## config.mk

```make
export PLATFORM = sky130hd
export DESIGN_NAME = pirq_rate_gen
export DESIGN_NICKNAME = d
export VERILOG_FILES = /design/src/rtl/pirq_pkg.sv /design/src/rtl/pirq_rate_map.sv /design/src/rtl/pirq_divider.sv /design/src/rtl/pirq_flag.sv /design/src/rtl/pirq_rate_gen.sv
export SDC_FILE = /design/constraint.sdc
export NUM_CORES = 1
export LEC_CHECK = 0
export ABC_AREA = 1
export BUFFER_PORTS_ARGS = -buffer_cell sky130_fd_sc_hd__buf_2
export CORE_ASPECT_RATIO = 1.5
export CORE_MARGIN = 5
export CORE_UTILIZATION = 30
export DETAILED_ROUTE_END_ITERATION = 8
export PLACE_DENSITY_LB_ADDON = 0.08
export SYNTH_ARGS = -nofsm -noshare
export SYNTH_HDL_FRONTEND = slang
export SYNTH_SLANG_ARGS = --single-unit
```

## constraint.sdc

```tcl
create_clock -name clk -period 3.2 [get_ports clk]
set_clock_uncertainty 0.15 [all_clocks]
set_input_delay 0.32 -clock clk [delete_from_list [all_inputs] [get_ports clk]]
set_output_delay 0.32 -clock clk [all_outputs]
set_load 0.01 [all_outputs]
```

## src/rtl/pirq_pkg.sv

```systemverilog
// Package pirq_pkg
// Shared sizes and types for the periodic interrupt rate generator.
// Assumes a 32768 Hz time base. A 15-bit divider therefore covers
// one second of ticks.
package pirq_pkg;
    localparam int CODE_W   = 4;   // width of the rate code
    localparam int DIV_W    = 15;  // divider width in ticks
    localparam int SLOW1_TAP = 6;  // code 1: 128-tick period
    localparam int SLOW2_TAP = 7;  // code 2: 256-tick period

    typedef logic [CODE_W-1:0] rate_code_t;
endpackage

```

## src/rtl/pirq_rate_map.sv

```systemverilog
// Module pirq_rate_map
// Turns a rate code into a divider bit index (tap) and an active flag.
// The square wave on divider bit k has a period of 2^(k+1) ticks.
//
// Assumes a purely combinational use.
// SLOW_OVERRIDE picks one of two decodes for codes 1 and 2:
// - set to 1: codes 1 and 2 map to the fixed slow taps;
// - set to 0: code 2 follows the general rule and code 1 is inactive.
module pirq_rate_map #(
    parameter int SEL_W         = pirq_pkg::CODE_W,
    parameter int DIV_W         = pirq_pkg::DIV_W,
    parameter int TAP_W         = $clog2(DIV_W),
    parameter bit SLOW_OVERRIDE = 1'b1,
    parameter int SLOW1_TAP     = pirq_pkg::SLOW1_TAP,
    parameter int SLOW2_TAP     = pirq_pkg::SLOW2_TAP
) (
    input  logic [SEL_W-1:0] code,
    output logic             active,
    output logic [TAP_W-1:0] tap
);
    // Tap index that the general halving rule gives: code minus two.
    int gen_tap;

    // Compute the general-rule tap from the code.
    always_comb begin
        gen_tap = int'(code) - 2;
    end

    generate
        if (SLOW_OVERRIDE) begin : g_slow_ovr
            // Decode with the fixed slow rates for codes 1 and 2.
            always_comb begin
                if (code == '0) begin
                    active = 1'b0;
                    tap    = '0;
                end else if (code == SEL_W'(1)) begin
                    active = 1'b1;
                    tap    = TAP_W'(SLOW1_TAP);
                end else if (code == SEL_W'(2)) begin
                    active = 1'b1;
                    tap    = TAP_W'(SLOW2_TAP);
                end else begin
                    active = (gen_tap < DIV_W);
                    tap    = TAP_W'(gen_tap);
                end
            end
        end else begin : g_plain
            // Decode with the general rule everywhere it yields a tap.
            always_comb begin
                active = (code != '0) && (gen_tap >= 0) && (gen_tap < DIV_W);
                tap    = active ? TAP_W'(gen_tap) : '0;
            end
        end
    endgenerate
endmodule

```

## src/rtl/pirq_divider.sv

```systemverilog
// Module pirq_divider
// Free-running divider that counts time-base ticks and produces the
// square wave and the one-cycle set pulse for the periodic flag.
//
// Assumes that tick_en is a one-cycle enable in the clk domain.
// A change of code reloads the divider with only the new tap bit set,
// so the first rising edge after a change comes a full period later.
module pirq_divider #(
    parameter int SEL_W = pirq_pkg::CODE_W,
    parameter int DIV_W = pirq_pkg::DIV_W,
    parameter int TAP_W = $clog2(DIV_W)
) (
    input  logic             clk,
    input  logic             rst_n,
    input  logic             tick_en,
    input  logic [SEL_W-1:0] rate_sel,
    output logic             sqw_raw,
    output logic             set_pulse
);
    logic [SEL_W-1:0] rate_q;
    logic [DIV_W-1:0] cnt_q;
    logic [DIV_W-1:0] cnt_nxt;
    logic [DIV_W-1:0] load_val;
    logic             rate_chg;
    logic             act_new;
    logic             act_cur;
    logic [TAP_W-1:0] tap_new;
    logic [TAP_W-1:0] tap_cur;

    // Decode for the incoming code, which gives the reload value.
    pirq_rate_map #(.SEL_W(SEL_W), .DIV_W(DIV_W), .TAP_W(TAP_W)) u_map_new (
        .code   (rate_sel),
        .active (act_new),
        .tap    (tap_new)
    );

    // Decode for the code in force, which gives the tap in use.
    pirq_rate_map #(.SEL_W(SEL_W), .DIV_W(DIV_W), .TAP_W(TAP_W)) u_map_cur (
        .code   (rate_q),
        .active (act_cur),
        .tap    (tap_cur)
    );

    // Detect a code change and form the next and reload values.
    always_comb begin
        rate_chg = (rate_sel != rate_q);
        cnt_nxt  = cnt_q + DIV_W'(1);
        load_val = act_new ? (DIV_W'(1) << tap_new) : '0;
    end

    // Hold the code in force and advance or reload the divider.
    always_ff @(posedge clk) begin
        if (!rst_n) begin
            rate_q <= '0;
            cnt_q  <= '0;
        end else if (rate_chg) begin
            rate_q <= rate_sel;
            cnt_q  <= load_val;
        end else if (tick_en) begin
            cnt_q  <= cnt_nxt;
        end
    end

    // Tap the square wave and find its rising edge on a tick.
    always_comb begin
        sqw_raw   = act_cur & cnt_q[tap_cur];
        set_pulse = tick_en & ~rate_chg & act_cur
                    & ~cnt_q[tap_cur] & cnt_nxt[tap_cur];
    end

    // no tick and no code change leave the divider frozen.
    a_r10_hold_without_tick: assert property (@(posedge clk) disable iff (!rst_n)
        (!tick_en && rate_sel == rate_q) |=> $stable(cnt_q));
endmodule

```

## src/rtl/pirq_flag.sv

```systemverilog
// Module pirq_flag
// Sticky periodic flag with a clear strobe, plus the enable gate for
// the interrupt request.
//
// Assumes that the clear strobe is one cycle long and comes from a
// register read. When a set and a clear arrive in the same cycle, the
// set wins, so no period is lost.
module pirq_flag (
    input  logic clk,
    input  logic rst_n,
    input  logic set_pulse,
    input  logic flag_clr,
    input  logic pie_en,
    output logic pflag,
    output logic irq
);
    logic flag_q;

    // Set on a period edge, clear on the strobe, set taking priority.
    always_ff @(posedge clk) begin
        if (!rst_n)
            flag_q <= 1'b0;
        else if (set_pulse)
            flag_q <= 1'b1;
        else if (flag_clr)
            flag_q <= 1'b0;
    end

    // Drive the flag and the enable-gated request.
    always_comb begin
        pflag = flag_q;
        irq   = flag_q & pie_en;
    end

    // a period edge leaves the flag set, even with a clear present.
    a_r4_set_wins: assert property (@(posedge clk) disable iff (!rst_n)
        set_pulse |=> pflag);

    // a clear with no coincident edge drops the flag.
    a_r5_clear_drops: assert property (@(posedge clk) disable iff (!rst_n)
        (flag_clr && !set_pulse) |=> !pflag);
endmodule

```

## src/rtl/pirq_rate_gen.sv

```systemverilog
// Module pirq_rate_gen
// Top of the periodic interrupt rate generator. Divides the time-base
// tick by the selected code and produces the sticky flag, the gated
// request and the optional square-wave pin.
//
// Assumes that all inputs are synchronous to clk.
// The reset is synchronous and active low.
module pirq_rate_gen #(
    parameter int SEL_W = pirq_pkg::CODE_W,
    parameter int DIV_W = pirq_pkg::DIV_W
) (
    input  logic             clk,
    input  logic             rst_n,
    input  logic             tick_en,
    input  logic [SEL_W-1:0] rate_sel,
    input  logic             pie_en,
    input  logic             sqw_en,
    input  logic             flag_clr,
    output logic             pflag,
    output logic             irq,
    output logic             sqw_out
);
    localparam int TAP_W = $clog2(DIV_W);

    logic sqw_raw;
    logic set_pulse;

    // Divider and edge finder.
    pirq_divider #(.SEL_W(SEL_W), .DIV_W(DIV_W), .TAP_W(TAP_W)) u_div (
        .clk       (clk),
        .rst_n     (rst_n),
        .tick_en   (tick_en),
        .rate_sel  (rate_sel),
        .sqw_raw   (sqw_raw),
        .set_pulse (set_pulse)
    );

    // Flag and request gate.
    pirq_flag u_flag (
        .clk       (clk),
        .rst_n     (rst_n),
        .set_pulse (set_pulse),
        .flag_clr  (flag_clr),
        .pie_en    (pie_en),
        .pflag     (pflag),
        .irq       (irq)
    );

    // Route the square wave to the pin, or hold the pin low.
    always_comb begin
        sqw_out = sqw_en & sqw_raw;
    end

    // code 0 at an edge never lets the flag rise at that edge.
    a_r1_off_code_silent: assert property (@(posedge clk) disable iff (!rst_n)
        (rate_sel == '0) |=> !$rose(pflag));
endmodule

```

# Yosys cells after proc, flatten, opt, wreduce, memory -nomap -nowiden
# Index checks and enable logic that the tools add are counted.
[word_totals]
ff_bits = 20
input_bits = 10
output_inout_bits = 3
word_cells = 49
[op_classes]
add_sub_neg = 3
magnitude_cmp = 3
eq_ne = 5
shifts = 1
mux = 21
n_bitwise = 9
n_reduce_logical = 4
[ops]
columns = ["op", "n"]
rows = [
  ["32-bit by 5-bit less-than comparator with 1-bit output, second input constant", 2],
  ["15-bit two-way mux", 3],
  ["4-bit two-way mux", 6],
  ["15-bit by 1-bit adder with 15-bit output, second input constant", 1],
  ["1-bit by 4-bit left shift with 15-bit output, first input constant", 1],
  ["1-bit two-way mux", 10],
  ["4-bit by 2-bit subtractor with 5-bit output, second input constant", 2],
  ["1-bit binary-select mux with 4-bit select", 2],
  ["4-bit by 1-bit equality test with 1-bit output, second input constant", 2],
  ["4-bit by 2-bit equality test with 1-bit output, second input constant", 2],
  ["4-bit logical NOT", 2],
  ["1-bit AND", 7],
  ["4-bit by 5-bit less-than comparator with 1-bit output, second input constant", 1],
  ["4-bit inequality test", 1],
  ["2-bit nonzero test", 2],
  ["1-bit inverter", 2],
]

# Logic depth before layout (Yosys ltp)
# Gate-level depths: netlist of the first run.
[logic_depth]
word_depth = 10
mapped_depth = 14
mapped_depth_nobuf = 14

# Modules after synthesis
# From an unflattened synthesis of the first run, not the netlist that was laid out.
[unflattened]
cells_unflattened = 343
area_unflattened_um2 = 1910.6
[by_module_without_submodules]
columns = ["mod", "instances", "cells_each", "area_each_um2", "seq_area_each_um2"]
rows = [
  ["pirq_divider", 1, 281, 1566.5, 380.4],
  ["pirq_rate_map", 2, 26, 142.6, 0.0],
  ["pirq_flag", 1, 8, 51.3, 20.0],
  ["pirq_rate_gen", 1, 2, 7.5, 0.0],
]

# Least setup slack after synthesis of the first run
# Ideal clock, no wire load.
[synth_path]
path_kind = "reg2out"
start = "register u_div.rate_q[1]"
end = "output sqw_out"
t_arrival_ps = 1372
required_ps = 2730
setup_slack_ps = 1358
stages_incl_launch_ff = 10
n_path_buf = 0
cell_sequence = "dfxtp_1 inv_1 ha_1 nand2_1 nand2_1 inv_1 nand3_1 nand3_1 nand2_1 nor2_1"
[synth_via]
elab_chain_len = 8
word_cells_on_any_way = 15
cone_classes = "add/sub: 1; order compare: 1; eq/ne: 2; mux: 8; bitwise: 2; reduce/logical: 1"
[synth_rtl]
columns = ["element", "line_no", "rtl"]
rows = [
  ["from (decl)", "pirq_divider.sv:20", "logic [SEL_W-1:0] rate_q;"],
  ["from (signal assigned)", "pirq_divider.sv:57", "rate_q <= rate_sel;"],
  ["branches (longest 6 deep; another with 32-bit by 5-bit less-than comparator with 1-bit output)", "--", ""],
  ["1-bit AND *", "pirq_divider.sv:66", "sqw_raw = act_cur & cnt_q[tap_cur];"],
  ["1-bit AND *", "pirq_rate_gen.sv:51", "sqw_out = sqw_en & sqw_raw;"],
  ["to (decl)", "pirq_rate_gen.sv:21", "output logic sqw_out"],
]
# Mark *: on every way between the ends. The select of a mux whose other input is x is not followed.

# Final worst setup path of the first run
[layout_path]
start = "register u_div.rate_q[0]"
end = "output sqw_out"
# The elaborated chain is that of the path after synthesis.

==> out/metrics.yaml, run 1 <==
global_routing:
  grt_pass1_vias: 2100
  grt_overflow: 0
  antenna_found_initial: 0
  met1_usage_pct: 16.69
  grt_pass1_wl_um: 9818
  met2_usage_pct: 31.45
  grtUsageTotal_pct: 16.21
  grt_start_max_net_pins: 16
  grt.busiest_layer: "met2"
  met3_usage_pct: 1.608
setup_path:
  cpMostUsedCell: "nand3_1"
  max_stage_delay_ns: 0.34
  crit_chain: "inv_1 -> nand3_1 -> nand2_1 -> inv_1 -> o211ai_1 -> nand3_1 -> nand3_1 -> nand2_1 -> nor2_1 -> buf_2"
  crit_arrival_ns: 2.08
  worstSetupStartpointType: "flip-flop"
  cp.required_ns: 2.73
  crit_path_end_kind: "primary output"
  reg2reg_depth: 11
  worst-path-max-fanout: 11
  cp_num_buf_inv: 3
  crit_path_start: "u_div.rate_q[0]"
  cp.depth: 10
  critPathTopFamily: "simple AND/OR/NAND/NOR gates"
  r2r-start: "u_div.rate_q[0]"
  slowest_stage: "dfxtp_1"
  critPathKind: "flip-flop to primary output"
floorplanning:
  initial_core_util_pct: 30.63
  rows: 35
  die_w_um: 74.37
  dieArea_um2: 7924
  core-area_um2: 6087
  ios: 13
  fp.dieH_um: 106.6
final_layout:
  syn2layout_area_growth_pct: 7.718
  diodes: 0
  final_common_cell: "nand2_1"
  drive_above_1_share_pct: 8.284
  final_cell_mix: "105 x nand2_1, 55 x nand3_1, 50 x inv_1"
  fin_nets: 353
  stdcell_area_um2: 2008
logic_synthesis:
  syn_area_um2: 1864
  ys_seq_elements: 20
  ys_seq_area_share_pct: 21.48
  yosysWarnings: 0
  avgSynthCellArea_um2: 5.667
  synth_nets: 342
  synthCells: 329
  ys_types: 29
timing:
  tightest_slew_ns: 0.3904
  fin_crit_sh_pct: 79.65
  setup_viol: 0
  maxSlewViolCount: 0
  fin_setup_tns_ns: 0
  clock.fmax_mhz: 392.3
  rsz0062_at_grt: "false"
  slew_headroom_pct: 73.91
  hold_viol: 0
  layout_min_cycle_time_ns: 2.549
routing:
  drtIter0Drc: 137
  dr.pass1.iters: 4
  num_vias: 2084
  drt-total-wl_um: 6000
  viasPerCell: 5.058
  wire_per_inst_um: 14.56
  ant_nets: 0
  drc: 0
placed_design:
  gp_congestion: 0.8733
  dpl_cell_area_um2: 1967
  dp_hpwl_um: 5023
  io_buffers: 12
clock_tree:
  cts_buffers: 3
  clock_latency_ns: 0.26
  cts_tree: "done"
  hold_buffers: 0
  cts.sinks: 20
  htree_num_levels: 1
  cts_root_buf: "clkbuf_8"
  postCtsSetupBuffers: 0
  path_clk_slew_ns: 0.08
  cts.path.max_buffers: 2
  cts_resized: 0
pwr:
  peakVddDrop_mv: 0.2080
  power.leakage_nw: 0.9368
  power_density_nw_per_um2: 305.6
worst_hold_path:
  min_path_cells: 4
  hold_class: "primary input to flip-flop"
  worst_hold_startpoint: "flag_clr"
status:
  status: "completed"
run:
  cap_violations: 0
flip-flops by register name, summed over array words and instances (netlist names):
name          count
u_div.cnt_q      15
u_div.rate_q      4
u_flag.pflag      1
where the power goes:
| group | leakage, nW | switching (W) | total, W | internal, W |
|---|---|---|---|---|
| clock | 0.0216 | 0.0000908 | 0.000175 | 0.0000842 |
| combinational | 0.752 | 0.000115 | 0.000170 | 0.0000547 |
| sequential | 0.163 | 0.0000118 | 0.000269 | 0.000257 |
area by class of cell:
class,count,area (µm²)
inverter,54,203.9
timing repair buffer,12,60.06
fill,716,4079
sequential,20,400.4
tap,74,92.59
clock buffer,3,41.29
multi-input combinational,249,1210
path summary, 6_finish.rpt:
| path | to | slack [ns] |
|---|---|---|
| setup reg to reg | u_flag.pflag | 1.17 |
| hold reg to reg | u_flag.pflag | 0.33 |
| hold / removal | u_flag.pflag | 0.14 |
| setup / recovery | sqw_out | 0.65 |
routing by layer:
layer  part of all wire [%]  vias to the layer above  wire length, µm
met1                     38                      948             2278
met3                    2.0                       16              122
met5                      0                        -                0
li1                       -                     1085                -
met4                    4.1                        0              246
met2                     56                       35             3353
Yosys cell counts:
master	number	area share (%)
inv_2	2	0.40
nor3_4	1	0.87
nor3b_1	1	0.40
buf_2	1	0.27
nor3b_2	1	0.67
inv_1	50	10
buf_6	2	1.2
clkinv_2	1	0.27
nor2_1	27	5.4
dfxtp_1	20	21
nand2_4	1	0.60
a31oi_1	9	3.0
a21oi_1	4	1.1
o21ai_1	2	0.54
nor2_2	4	1.3
o21ai_0	9	2.4
buf_4	3	1.2
clkinv_1	1	0.20
o211ai_1	8	3.2
o21bai_1	1	0.40
nand4_1	7	2.3
nor3_1	2	0.54
nand2_2	2	0.67
ha_1	3	2.0
nand2_1	105	21
xor2_1	5	2.3
o221ai_1	1	0.47
nor2_4	1	0.60
nand3_1	55	15
tightest hold or removal path, delay by kind of cell:
kind | cells | cell delay (ns)
buf+inv | 2 | 0.10
simple gates | 1 | 0.04
compound gates | 1 | 0.05
stage by stage:
step           utilization (%)  total power, W  hold slack, ns  worst slack, ns  std cells
2_1_floorplan                -       0.0004048          0.2635            1.358        329
3_3_place_gp             32.31       0.0004482          0.3198           0.9025        409
3_5_place_dp             32.31       0.0004459          0.3273           0.9416        409
4_1_cts                  32.99       0.0006196          0.1468           0.6476        412
5_1_grt                  32.99       0.0006506          0.1731           0.3741        412
6_report                 32.99       0.0006137          0.1440           0.6510        412
cells by family (layout without fill, tap and decap cells):
| family | count (synthesis) | after routing | share of synthesized area (%) |
|---|---|---|---|
| AND/OR/NAND/NOR | 207 | 207 | 49.40 |
| buffers and inverters | 60 | 69 | 13.62 |
| AO/OA/AOI/OAI | 34 | 34 | 11.14 |
| flip-flops | 20 | 20 | 21.48 |
| XOR/XNOR | 5 | 5 | 2.349 |
| adder cells (fa/ha/maj) | 3 | 3 | 2.014 |
Power figures use the tool's default switching activity.
==> inputs of run 2 (changes only) <==
Clock period 3.2 ns to 2.5 ns, I/O delays scaled along.
==> out/metrics.yaml, run 2 (synthesis gave the netlist of run 1 again) <==
run:
  cap_violations: 0
setup_path:
  cp_num_buf_inv: 3
  worst-path-max-fanout: 6
  crit_path_end_kind: "primary output"
  reg2reg_slack_ns: 0.54
  cp.required_ns: 2.10
  crit_chain: "inv_1 -> ha_1 -> nand2_1 -> nand2_1 -> inv_2 -> nand3_1 -> nand3_1 -> nand2_1 -> nor2_1 -> buf_2"
  cp-endpoint: "sqw_out"
  crit_arrival_ns: 1.92
  reg2reg_to: "u_div.cnt_q[5]"
  max_stage_delay_ns: 0.41
  critPathTopFamily: "simple AND/OR/NAND/NOR gates"
  critPathKind: "flip-flop to primary output"
  worstSetupStartpointType: "flip-flop"
  cpMostUsedCell: "nand2_1"
  r2r-start: "u_div.rate_q[1]"
  reg2reg_depth: 7
  slowest_stage: "dfxtp_1"
  cp.depth: 10
  crit_path_start: "u_div.rate_q[1]"
placed_design:
  dpl_cell_area_um2: 1989
  io_buffers: 12
  dp_hpwl_um: 5065
  gp_congestion: 0.9044
final_layout:
  stdcell_area_um2: 2033
  regMostFlops: "u_div.cnt_q"
  drive_above_1_share_pct: 9.677
  final_common_cell: "nand2_1"
  diodes: 0
  syn2layout_area_growth_pct: 9.060
  fillers: 706
  final_cell_mix: "104 x nand2_1, 55 x nand3_1, 49 x inv_1"
  fin_nets: 356
  largest_reg_flops: 15
pwr:
  power_frac_comb_pct: 28.5
  power_density_nw_per_um2: 389.1
  p_switching_w: 0.0002792
  clock_power_share_pct: 28.1
  power.leakage_nw: 0.9513
  peakVddDrop_mv: 0.2406
  internal-power_w: 0.0005119
  switching_share_pct: 35.29
  seqPwrFrac_pct: 43.5
timing:
  setup_viol: 0
  maxSlewViolCount: 0
  tightest_slew_ns: 0.4168
  fin_setup_tns_ns: 0
  rsz0062_at_grt: "false"
  layout_min_cycle_time_ns: 2.323
  slew_headroom_pct: 72.15
  hold_viol: 0
  fin_crit_sh_pct: 92.93
  clock.fmax_mhz: 430.4
status:
  status: "completed"
clock_tree:
  cts_tree: "done"
  clock_latency_ns: 0.26
  cts_resized: 0
  cts.path.max_buffers: 2
  cts_buffers: 3
  cts_root_buf: "clkbuf_8"
  hold_buffers: 0
  htree_num_levels: 1
  postCtsSetupBuffers: 0
  path_clk_slew_ns: 0.08
  cts.sinks: 20
floorplanning:
  core-area_um2: 6087
  ios: 13
  fp.dieH_um: 106.6
  rows: 35
  dieArea_um2: 7924
  die_w_um: 74.37
  initial_core_util_pct: 30.63
global_routing:
  antenna_found_initial: 0
  grt_pass1_wl_um: 10160
  grt_pass1_vias: 2112
  grt_overflow: 0
  grt_start_max_net_pins: 16
  grtUsageTotal_pct: 16.74
routing:
  drt-total-wl_um: 6071
  drtIter0Drc: 109
  num_vias: 2083
  dr.pass1.iters: 4
  ant_nets: 0
  viasPerCell: 5.019
  drc: 0
  wire_per_inst_um: 14.63
worst_hold_path:
  hold_class: "primary input to flip-flop"
run 2: cell count changes in the layout (fill, tap and decap cells not counted), sizes merged:
cell  before  now
buf       12   15
run 2: layout make-up:
class	count	area, µm²	area share, %
well taps	74	92.59	4.554
repair buffers	15	82.58	4.062
multi-input cells	249	1212	59.63
clock buffers	3	41.29	2.031
flip-flops and latches	20	400.4	19.69
inverters	54	203.9	10.03
run 2: per-layer routing:
metal | up-vias | share of wire [%] | global-route usage, %
li1 | 1097 | - | -
met2 | 40 | 56 | 31.89
met4 | 0 | 3.9 | 6.997
met3 | 18 | 2.8 | 1.798
met1 | 928 | 37 | 17.66
met5 | - | 0 | 0
run 2: how the worst min path moves through the flow:
| stage | start | endpoint | cells after the start |
|---|---|---|---|
| final | flag_clr | u_flag.pflag | 4 |
| after global routing | rate_sel[2] | u_div.rate_q[2] | 3 |
| after CTS | flag_clr | u_flag.pflag | 4 |
| after global placement | u_flag.pflag | u_flag.pflag | 2 |
| after floorplan | rate_sel[0] | u_div.rate_q[0] | 2 |
| after detailed placement | u_flag.pflag | u_flag.pflag | 2 |
run 2: through the flow:
step	worst slack, ns	std cells	hold WS (ns)	utilization, %	power (W)
after floorplan	0.7281	329	0.1935	-	0.0005181
after global placement	0.4107	412	0.3214	32.68	0.0005791
after detailed placement	0.4018	412	0.3218	32.68	0.0005782
after CTS	0.09774	415	0.07436	33.36	0.0008044
after global routing	0.00002554	415	0.09062	33.40	0.0008523
final	0.1768	415	0.07840	33.40	0.0007910
run 2: power by group through the flow:
stage | Combinational (W) | Sequential, W | Clock (W)
finish | 0.000225 | 0.000344 | 0.000222
global route | 0.000260 | 0.000346 | 0.000246
CTS | 0.000227 | 0.000344 | 0.000233
detailed placement | 0.000227 | 0.000351 | 0
global placement | 0.000228 | 0.000351 | 0
floorplan | 0.000171 | 0.000347 | 0
run 2: worst reg2reg max path, delay by kind of cell, from the launching register on:
| kind | cells | cell delay, ns |
|---|---|---|
| AOI/OAI and AO/OA | 2 | 0.38 |
| DFF | 1 | 0.36 |
| buffers and inverters | 1 | 0.18 |
| and+or+nand+nor | 4 | 0.82 |
==> inputs of run 3 (changes only) <==
Settings changed: ABC_AREA 1 to 0.
==> out/metrics.yaml, run 3 <==
status:
  status: "completed"
clock_tree:
  htree_num_levels: 1
  path_clk_slew_ns: 0.08
  cts.sinks: 20
  cts_buffers: 3
  cts.path.max_buffers: 2
  hold_buffers: 0
  cts_tree: "done"
  cts_root_buf: "clkbuf_8"
  clock_latency_ns: 0.26
setup_path:
  reg2reg_slack_ns: 0.22
  crit_path_end_kind: "primary output"
  slowest_stage: "or3_4"
  max_stage_delay_ns: 0.42
  cp.depth: 7
  cp.required_ns: 2.10
  critPathKind: "flip-flop to primary output"
  critPathTopFamily: "compound AO/OA/AOI/OAI gates"
  crit_path_start: "u_div.rate_q[1]"
  crit_arrival_ns: 2.05
  cp_num_buf_inv: 2
  reg2reg_depth: 8
  worst-path-max-fanout: 17
  crit_chain: "buf_12 -> or3_4 -> a211oi_2 -> o221ai_2 -> a32oi_2 -> a221oi_2 -> buf_2"
  worstSetupStartpointType: "flip-flop"
  cp-endpoint: "sqw_out"
  r2r-start: "u_div.rate_q[1]"
  reg2reg_to: "u_flag.pflag"
final_layout:
  largest_reg_flops: 15
  fin_nets: 301
  regMostFlops: "u_div.cnt_q"
  stdcell_area_um2: 2412
  final_cell_mix: "24 x buf_4, 22 x and2_1, 16 x nand2_1"
  diodes: 0
  stdcell_count: 362
  syn2layout_area_growth_pct: 19.16
  final_common_cell: "buf_4"
  drive_above_1_share_pct: 26.22
logic_synthesis:
  yosysWarnings: 0
  synth_commonest_cells: "22 x and2_1, 20 x dfxtp_1, 16 x nand2_1, 15 x xnor2_1, 14 x clkbuf_1"
  synth_fa_ha_area_share_pct: 2.349
  synth-xor-area-share_pct: 12.11
  ys_seq_elements: 20
  synthCells: 268
  synth_ff_type: "dfxtp_1"
  synth_nets: 281
  ys_types: 64
  synth_compound_area_share_pct: 25.77
  synth_top_family_by_area: "simple AND/OR/NAND/NOR gates"
  synth_top_area_share_pct: 19.78
  synth_most_common_cell: "and2_1"
  synth_edf_count: 0
  synthArstFlopShare_pct: 0
  ys_seq_area_share_pct: 19.78
  avgSynthCellArea_um2: 7.554
  yosys.area_share.simple_pct: 31.71
  synth_largest_area_cell: "dfxtp_1"
  synth.area.top_cells: "dfxtp_1 20%, and2_1 6.8%, xnor2_1 6.5%"
  syn_area_um2: 2024
  synthMuxAreaShare_pct: 0.9889
pwr:
  switching_share_pct: 33.77
  power_density_nw_per_um2: 353.3
  clock_power_share_pct: 25.9
  power.leakage_nw: 0.8777
  p_switching_w: 0.0002878
  power_frac_comb_pct: 33.5
  peakVddDrop_mv: 0.1405
  internal-power_w: 0.0005645
  seqPwrFrac_pct: 40.6
floorplanning:
  initial_core_util_pct: 31.00
  dieArea_um2: 8525
  ios: 13
  core-area_um2: 6531
  die_w_um: 77.07
  rows: 36
  fp.dieH_um: 110.6
placed_design:
  dp_hpwl_um: 5106
  io_buffers: 12
  gp_congestion: 0.8758
  dpl_cell_area_um2: 2251
  placedCellCount: 355
timing:
  tightest_slew_ns: 0.4463
  setup_viol: 0
  layout_min_cycle_time_ns: 2.454
  slew_headroom_pct: 70.13
  clock.fmax_mhz: 407.4
  maxSlewViolCount: 0
  rsz0062_at_grt: "true"
  hold_viol: 0
  holdWs_ns: 0.1431
  fin_crit_sh_pct: 98.17
routing:
  num_vias: 2036
  ant_nets: 0
  drtIter0Drc: 107
  drc: 0
  dr.pass1.iters: 4
  drt-total-wl_um: 6629
  viasPerCell: 5.624
  wire_per_inst_um: 18.31
worst_hold_path:
  hold_class: "primary input to flip-flop"
global_routing:
  grt_overflow: 0
  antenna_found_initial: 0
  grt_pass1_wl_um: 10440
  grt_pass1_vias: 2042
  grt_start_max_net_pins: 22
  grtUsageTotal_pct: 15.11
run:
  cap_violations: 0
==> run 3: changes by cell type in the layout (fill, tap and decap cells not counted), moves of 10 or more <==
cell     previous run  this run
and2_1              0        22
buf_4               3        24
inv_1              49        10
nand2_1           104        16
nand3_1            55        11
nor2_1             27        11
o22ai_1             0        10
xnor2_1             0        15
==> run 3: worst min-delay path by stage <==
stage                      startpoint         endpoint  slack, ns  depth (start not counted)
final                     rate_sel[3]  u_div.rate_q[3]       0.14                          2
after global routing      rate_sel[3]  u_div.rate_q[3]       0.16                          2
after CTS                 rate_sel[3]  u_div.rate_q[3]       0.14                          2
after detailed placement  rate_sel[3]  u_div.rate_q[3]       0.41                          2
after global placement    rate_sel[3]  u_div.rate_q[3]       0.40                          2
after floorplan           rate_sel[3]  u_div.rate_q[3]       0.22                          1
==> run 3: final cells by class <==
cell class / count / area (µm²)
Multi-Input combinational cell: 214 / 1554
Timing Repair Buffer: 38 / 271.5
Sequential cell: 20 / 409.1
Fill cell: 697 / 4119
Clock buffer: 3 / 41.29
Inverter: 11 / 41.29
Tap cell: 76 / 95.09
==> run 3: timing repair <==
item	in CTS	in global routing
pin swaps	1	5
setup buffers	0	4
setup endpoints to repair	1	1
gates cloned	0	0
gates resized for setup	7	18
==> run 3: kinds of logic (layout without fill, tap and decap cells) <==
logic type / Yosys count / in the layout
flip-flops: 20 / 20
AO/OA/AOI/OAI: 71 / 71
AND/OR/NAND/NOR: 109 / 109
multiplexers: 2 / 2
XOR/XNOR: 28 / 28
buffers and inverters: 34 / 52
adder cells (fa/ha/maj): 4 / 4
==> run 3: through the flow <==
stage	power, W	worst slack (ns)	setup TNS [ns]	utilization (%)
5_1_grt	0.0009019	-0.03385	-0.03385	36.93
3_3_place_gp	0.0006072	0.2026	0	34.46
4_1_cts	0.0008315	0.005741	0	35.34
3_5_place_dp	0.0006049	0.1885	0	34.46
6_report	0.0008523	0.04566	0	36.93
2_1_floorplan	0.0005202	0.1411	0	-
==> run 3: power groups by stage <==
| stage | combinational (W) | clock [W] | sequential, W |
|---|---|---|---|
| detailed placement | 0.000252 | 0 | 0.000353 |
| floorplan | 0.000177 | 0 | 0.000344 |
| finish | 0.000285 | 0.000220 | 0.000346 |
| global placement | 0.000254 | 0 | 0.000353 |
| CTS | 0.000257 | 0.000229 | 0.000346 |
| global route | 0.000311 | 0.000243 | 0.000348 |
==> run 3: routing by layer <==
metal	vias to the layer above	wire length [µm]	track usage (%)
met2	45	3414	27.34
met1	958	2784	17.24
met3	18	192	2.280
met5	-	0	0
li1	1015	-	-
met4	0	239	6.307
